--- config.mk ---
export PLATFORM = sky130hd
export DESIGN_NAME = can_tx_abort_ctrl
export DESIGN_NICKNAME = d
export VERILOG_FILES = /design/src/rtl/can_abort_pkg.sv /design/src/rtl/can_mb_slot.sv /design/src/rtl/can_irq_merge.sv /design/src/rtl/can_tx_abort_ctrl.sv
export SDC_FILE = /design/constraint.sdc
export NUM_CORES = 1
export LEC_CHECK = 0
export CAP_MARGIN = 20
export CORE_MARGIN = 3
export CORE_UTILIZATION = 51
export DETAILED_ROUTE_END_ITERATION = 10
export PLACE_DENSITY = 0.78
export RECOVER_POWER = 25
export SYNTH_ARGS = -nofsm -noshare
export SYNTH_HDL_FRONTEND = slang
export SYNTH_HIERARCHICAL = 1
export SYNTH_SLANG_ARGS = --single-unit
export TNS_END_PERCENT = 100
--- constraint.sdc ---
create_clock -name clk -period 1.97 [get_ports clk]
set_input_delay 0.394 -clock clk [delete_from_list [all_inputs] [get_ports clk]]
set_output_delay 0.394 -clock clk [all_outputs]
set_load 0.01 [all_outputs]
--- src/rtl/can_abort_pkg.sv ---
package can_abort_pkg;

    localparam int CODE_W = 4;

    localparam logic [CODE_W-1:0] CODE_TX_INACT  = 4'b1000;
    localparam logic [CODE_W-1:0] CODE_TX_ACTIVE = 4'b1100;
    localparam logic [CODE_W-1:0] CODE_TX_ABORT  = 4'b1001;
    localparam logic [CODE_W-1:0] CODE_RESET     = 4'b0000;

    typedef enum logic [1:0] {
        MB_IDLE   = 2'd0,
        MB_ACTIVE = 2'd1,
        MB_PEND   = 2'd2
    } mb_state_e;

endpackage

--- src/rtl/can_mb_slot.sv ---
module can_mb_slot
    import can_abort_pkg::*;
(
    input  logic              clk,
    input  logic              rst_n,
    input  logic              abort_en,
    input  logic              wr_hit,
    input  logic [CODE_W-1:0] wr_code,
    input  logic              on_engine,
    input  logic              ev_done,
    input  logic              ev_fail,
    input  logic              ev_freeze,
    input  logic              flag_clr,
    output logic [CODE_W-1:0] code,
    output logic              flag
);

    mb_state_e         state_q, state_d;
    logic [CODE_W-1:0] code_q, code_d;
    logic              flag_q, flag_set;

    // State register together with the code and flag storage
    always_ff @(posedge clk) begin
        if (!rst_n) begin
            state_q <= MB_IDLE;
            code_q  <= CODE_RESET;
            flag_q  <= 1'b0;
        end else begin
            state_q <= state_d;
            code_q  <= code_d;
            if (flag_set)
                flag_q <= 1'b1;
            else if (flag_clr)
                flag_q <= 1'b0;
        end
    end

    // Next state and outputs
    always_comb begin
        state_d  = state_q;
        code_d   = code_q;
        flag_set = 1'b0;
        unique case (state_q)
            MB_IDLE: begin
                if (wr_hit) begin
                    code_d = wr_code;
                    if (wr_code == CODE_TX_ACTIVE)
                        state_d = MB_ACTIVE;              // T_LOAD
                end
            end
            MB_ACTIVE: begin
                if (on_engine && ev_done) begin
                    code_d   = CODE_TX_INACT;             // T_SENT
                    flag_set = 1'b1;
                    state_d  = MB_IDLE;
                end else if (wr_hit) begin
                    if (abort_en) begin
                        if (wr_code == CODE_TX_ABORT) begin
                            if (on_engine) begin
                                state_d = MB_PEND;        // T_HOLD
                            end else begin
                                code_d   = CODE_TX_ABORT; // T_ABORT_NOW
                                flag_set = 1'b1;
                                state_d  = MB_IDLE;
                            end
                        end
                    end else begin
                        code_d = wr_code;
                        if (wr_code != CODE_TX_ACTIVE)
                            state_d = MB_IDLE;            // T_DEACT
                    end
                end
            end
            MB_PEND: begin
                if (on_engine && ev_done) begin
                    code_d   = CODE_TX_INACT;             // T_SENT
                    flag_set = 1'b1;
                    state_d  = MB_IDLE;
                end else if ((on_engine && ev_fail) || ev_freeze) begin
                    code_d   = CODE_TX_ABORT;             // T_ABORTED
                    flag_set = 1'b1;
                    state_d  = MB_IDLE;
                end
            end
            default: state_d = MB_IDLE;
        endcase
    end

    assign code = code_q;
    assign flag = flag_q;

endmodule

--- src/rtl/can_irq_merge.sv ---
module can_irq_merge #(
    parameter int NUM_MB = 16
) (
    input  logic [NUM_MB-1:0] flags,
    input  logic [NUM_MB-1:0] mask,
    output logic              irq
);

    assign irq = |(flags & mask);

endmodule

--- src/rtl/can_tx_abort_ctrl.sv ---
module can_tx_abort_ctrl
    import can_abort_pkg::*;
#(
    parameter int NUM_MB = 16,
    parameter int IDX_W  = (NUM_MB > 1) ? $clog2(NUM_MB) : 1
) (
    input  logic                     clk,
    input  logic                     rst_n,
    input  logic                     abort_en,
    input  logic                     wr_en,
    input  logic [IDX_W-1:0]         wr_idx,
    input  logic [CODE_W-1:0]        wr_code,
    input  logic [NUM_MB-1:0]        flag_clr,
    input  logic [NUM_MB-1:0]        int_mask,
    input  logic                     tx_busy,
    input  logic [IDX_W-1:0]         tx_idx,
    input  logic                     ev_arb_lost,
    input  logic                     ev_tx_err,
    input  logic                     ev_freeze,
    input  logic                     ev_tx_done,
    output logic [NUM_MB*CODE_W-1:0] code_out,
    output logic [NUM_MB-1:0]        iflag,
    output logic                     irq
);

    logic ev_fail;
    assign ev_fail = ev_arb_lost | ev_tx_err;

    for (genvar i = 0; i < NUM_MB; i++) begin : g_slot
        logic wr_hit, on_engine;
        assign wr_hit    = wr_en   && (wr_idx == IDX_W'(i));
        assign on_engine = tx_busy && (tx_idx == IDX_W'(i));

        can_mb_slot u_slot (
            .clk       (clk),
            .rst_n     (rst_n),
            .abort_en  (abort_en),
            .wr_hit    (wr_hit),
            .wr_code   (wr_code),
            .on_engine (on_engine),
            .ev_done   (ev_tx_done),
            .ev_fail   (ev_fail),
            .ev_freeze (ev_freeze),
            .flag_clr  (flag_clr[i]),
            .code      (code_out[i*CODE_W +: CODE_W]),
            .flag      (iflag[i])
        );
    end

    can_irq_merge #(.NUM_MB(NUM_MB)) u_irq (
        .flags (iflag),
        .mask  (int_mask),
        .irq   (irq)
    );

endmodule

**After elaboration in Yosys (flattened, before gate mapping)**

Index checks and enable logic that the tools add are counted.

- Bits of input ports: 53
- Register bits: 112

- Muxes and demuxes: 450
- Bitwise logic cells: 2
- Eq/ne operators: 177
- Reduce and logical (&&, ||, !) cells: 163

Operators with widths:

| cell | number |
|---|---|
| 4-bit two-way mux | 128 |
| 2-bit two-way mux | 130 |
| 4-bit one-hot mux with 3 select lines | 16 |
| 6-bit AND reduction | 32 |
| 1-bit two-way mux | 144 |
| 4-bit by 3-bit inequality test with 1-bit output, second input constant | 30 |
| 3-bit by 1-bit inequality test with 1-bit output, second input constant | 32 |
| 2-bit one-hot mux with 3 select lines | 16 |
| 4-bit equality test, second input constant | 18 |
| 4-bit inequality test, second input constant | 17 |
| 1-bit logical AND | 64 |
| 3-bit nonzero test | 16 |
| 2-bit by 1-bit inequality test with 1-bit output, second input constant | 17 |
| 2-bit by 1-bit equality test with 1-bit output, second input constant | 16 |
| 2-bit equality test, second input constant | 16 |
| 4-bit by 3-bit equality test with 1-bit output, second input constant | 8 |
| 2-bit zero test | 16 |
| 1-bit one-hot mux with 2 select lines | 16 |
| 2-bit nonzero test | 16 |
| 2-bit inequality test, second input constant | 15 |
| 16-bit bitwise AND | 1 |
| 4-bit by 2-bit equality test with 1-bit output, second input constant | 4 |
| 1-bit logical OR | 16 |
| 16-bit OR reduction | 1 |
| other kinds (4) | 7 |

**Longest topological paths before layout**

- Depth after elaboration: 9
- Mapped depth: 7
- Depth with buffers taken out: 6

**Cells and area by module**

Netlist, hierarchy kept.

Modules (own cells, without submodules):

| module | times used | cells an instance | area each (sq um) |
|---|---|---|---|
| can_mb_slot | 16 | 68 | 600.6 |
| can_tx_abort_ctrl | 1 | 47 | 241.5 |
| can_irq_merge | 1 | 9 | 101.3 |

**Least setup slack after synthesis**

OpenSTA, ideal clock, no wires.

- Path kind: input-to-reg
- From: in wr_idx[1]
- To: reg g_slot[12].u_slot.code_q[3]
- Library setup time: 0.058 ns
- Cell stages on the path: 6
- Arrival: 1.893 ns
- Path slack: 0.019 ns
- Path buffers: 0
- Cell sequence: or3b_4 > nor2_1 > nand2b_4 > o311a_4 > a2111oi_2 > o21a_1

- Word-level cells in the longest chain between the ends: 4

Ends and longest elaborated chain:

| element | RTL line | source |
|---|---|---|
| start, declared | can_tx_abort_ctrl.sv:11 | `input logic [IDX_W-1:0] wr_idx,` |
| 4-bit equality test (*) | can_tx_abort_ctrl.sv:31 | `assign wr_hit = wr_en && (wr_idx == IDX_W'(i));` |
| 1-bit logical AND (*) | can_tx_abort_ctrl.sv:31 |  |
| via g_slot[12].wr_hit | can_tx_abort_ctrl.sv:30 | `logic wr_hit, on_engine;` |
| 3-bit by 1-bit inequality test with 1-bit output (no source line) or 2-bit by 1-bit inequality test with 1-bit output (tied branches) | -- |  |
| 6-bit AND reduction (no source line) (*) | -- |  |
| end signal, assigned | can_mb_slot.sv:30 | `code_q <= code_d;` |
| end, declared | can_mb_slot.sv:19 | `logic [CODE_W-1:0] code_q, code_d;` |

Mark *: on every way through the listed nets, which the timed path passes. The rest lies on a longest branch.
A chain may end at the register's enable or synchronous reset.

**Final worst setup path**

- From: reg g_slot[0].u_slot.flag_q
- To: out irq

- Word-level cells in the longest chain between the ends: 2

Ends and longest elaborated chain:

| element | RTL line | source |
|---|---|---|
| start, declared | can_mb_slot.sv:20 | `logic flag_q, flag_set;` |
| start signal, assigned | can_mb_slot.sv:27 | `flag_q <= 1'b0;` |
| start signal, assigned | can_mb_slot.sv:32 | `flag_q <= 1'b1;` |
| start signal, assigned | can_mb_slot.sv:34 | `flag_q <= 1'b0;` |
| 16-bit bitwise AND | can_irq_merge.sv:9 | `assign irq = \|(flags & mask);` |
| 16-bit OR reduction | can_irq_merge.sv:9 |  |
| end, declared | can_tx_abort_ctrl.sv:23 | `output logic irq` |

Every way passes these cells.

==> results.yml <==
die:
  die_area_um2: 21200
  start_util_pct: 52.5
  row_count: 50
  die_h_um: 146
  core_area_um2: 19000
  die_width_um: 146
  pin_count: 134
cts:
  clock_sinks: 112
  clock_latency_ns: 0.36
  clk_pin_slew_ns: 0.08
  cts_buffer_depth: 2
  holdBufCountCts: 0
  cts-buffers-inserted: 9
  htreeDepth: 3
  tritoncts: "done"
  ctsRootBufferMaster: "clkbuf_16"
logic_synthesis:
  yosys_warnings: 6
  synth_top_area_share_pct: 22.5
  syn_area_um2: 9950
  yosysSeqAreaShare_pct: 22.5
  synth-main-ff-cell: "dfxtp_1"
  synth_seq_cells: 112
  syn_inst: 1144
  synth_cell_type_count: 45
  syn_avg_cell_area_um2: 8.70
  synthesis.nets: 1277
  netlist_top_cells_area: "dfxtp_1 (23%), ha_1 (10%), inv_1 (4.8%)"
  synth_edf_count: 0
  ys_top_cells_by_count: "inv_1 (128), dfxtp_1 (112), nand2_1 (82), ha_1 (80), nor2_1 (56)"
  ys_async_sr_fraction_pct: 0
  synth.most_common_cell: "inv_1"
  yosysTopAreaCell: "dfxtp_1"
timing:
  setup_violations: 1
  min_period_ns: 1.98
  finalHoldViolations: 0
  tightest_slew_ns: 0.598
  timing.setup.tns_ns: -0.00889
  report.final.slew_viol_count: 0
  fmax_mhz: 505
  hold_ws_ns: 0.353
  rsz0062_at_grt: "true"
  setup_ws_ns: -0.00889
  slew-limit-headroom_pct: 59.9
  min_period_over_period_pct: 100
  skew_ns: 0.00827
worst_setup_path:
  worstSetupPathType: "flop to output pin"
  crit_chain: "a22o_1 > a221oi_2 > nand4_1 > buf_2"
  critical_path.max_fanout: 2
  worst_ep_required_time_ns: 1.58
  critPathLaunchType: "flop"
  slowest_stage: "dfxtp_1"
  end_kind: "output pin"
  cpPeakStageDelay_ns: 0.32
  worst-path-buf-inv: 1
  path_delay_family: "compound AO/OA/AOI/OAI gates"
  cp.arrival_ns: 1.58
drt:
  drtAntennaViolNets: 0
  wl_mm: 29.5
  via_per_inst: 5.93
  wl_per_cell_um: 17.5
  drt_iter0_drc: 834
  vias: 9998
  first_pass_iters: 5
  drc: 0
layout:
  drive_gt1_share_pct: 23.7
  syn2layout_area_growth_pct: 33.9
  nets: 1552
  fin_util_pct: 70.3
min_path:
  hold_path.class: "input pin to flop"
global_route:
  grt_max_degree: 51
  grt_usage_pct: 26.7
  antenna_found_initial: 1
  grt_pass1_vias: 9681
  grt_overflow: 0
  grt_first_pass_wirelength_mm: 48.1
run_status:
  violations: "setup timing"
  status: "complete, but fails checks"
placement:
  portBuffers: 133
  place_congestion: 0.892
  dp_worst_setup_slack_ns: -0.669
  place_hpwl_mm: 21.8
job:
  cap_violations: 0
pwr:
  powerDensity_nw_per_um2: 478
  leakage_nw: 5.85
  ir_drop_uv: 382
  fin_total_pwr_w: 0.00637
==> through the flow <==
stage	instances	cell area, um2
2_1_floorplan	1144	9950
3_3_place_gp	1665	12900
3_5_place_dp	1665	12900
4_1_cts	1683	13300
5_1_grt	1685	13300
6_report	1685	13300
==> cell type report <==
cell class / count / area, um2
inverters: 128 / 480
clock buffers: 9 / 225
well taps: 260 / 325
fillers: 1476 / 5630
repair buffers: 296 / 2710
multi-input cells: 872 / 7280
diodes: 1 / 2.50
flip-flops and latches: 112 / 2240
clock inverters: 7 / 57.6
==> state kept, by name, summed over array words and instances (netlist names) <==
register	count
g_slot.u_slot/code	64
g_slot.u_slot/state_q	32
g_slot.u_slot/flag	16
==> layout by cell type (no fill, tap or decap), types with 17 or more instances in the layout <==
cell,n
nand4_1,17
nand2b_1,33
nand2b_4,19
a21oi_1,48
a21boi_0,32
clkdlybuf4s50_1,60
nand2_1,82
o21ai_1,31
ha_1,80
nor2_1,53
buf_4,144
o22ai_1,32
dfxtp_1,110
inv_1,128
buf_12,19
o21a_1,48
dlygate4sd3_1,47
mux2i_1,32
==> final timing paths <==
check / startpoint / to / slack [ns] / cells after the start
setup reg to reg: g_slot[0].u_slot/state_q[0] / g_slot[0].u_slot/code[3] / 0.26 / 6
setup / recovery: g_slot[0].u_slot/flag / irq / -0.009 / 4
hold / removal: wr_code[2] / g_slot[3].u_slot/code[2] / 0.35 / 3
hold reg to reg: g_slot[11].u_slot/code[1] / g_slot[11].u_slot/code[1] / 0.47 / 2
==> worst min-delay path: stages <==
cell	delay (ns)
buf_2	0.14
inv_1	0.06
o22ai_1	0.07
==> where the power goes <==
| part | internal [W] | switching (W) |
|---|---|---|
| Clock | 0.000871 | 0.000921 |
| Combinational | 0.00102 | 0.00108 |
| Sequential | 0.00239 | 0.0000899 |
==> repair_timing <==
action                     CTS  global route
setup endpoints to repair   96            39
pin swaps                    8             7
setup buffers                2             1
resized for setup           40            26
==> layer usage <==
layer	GRT usage, %	routed length (um)
met4	7.36	528
met1	35.4	13000
met2	45.1	14200
met5	0	0
met3	4.45	1810
==> cell families (layout without fill, tap and decap cells) <==
kind of cell / Yosys count / in the layout / synth area share (%)
DFF: 112 / 112 / 22.5
buffers and inverters: 160 / 440 / 6.24
adders and majority gates: 80 / 80 / 10.1
muxes: 32 / 32 / 3.22
other: 0 / 1 / 0
and+or+nand+nor: 336 / 336 / 22.0
AOI/OAI and AO/OA: 424 / 424 / 36.0
Note: power is estimated with default switching activity, not from simulation.
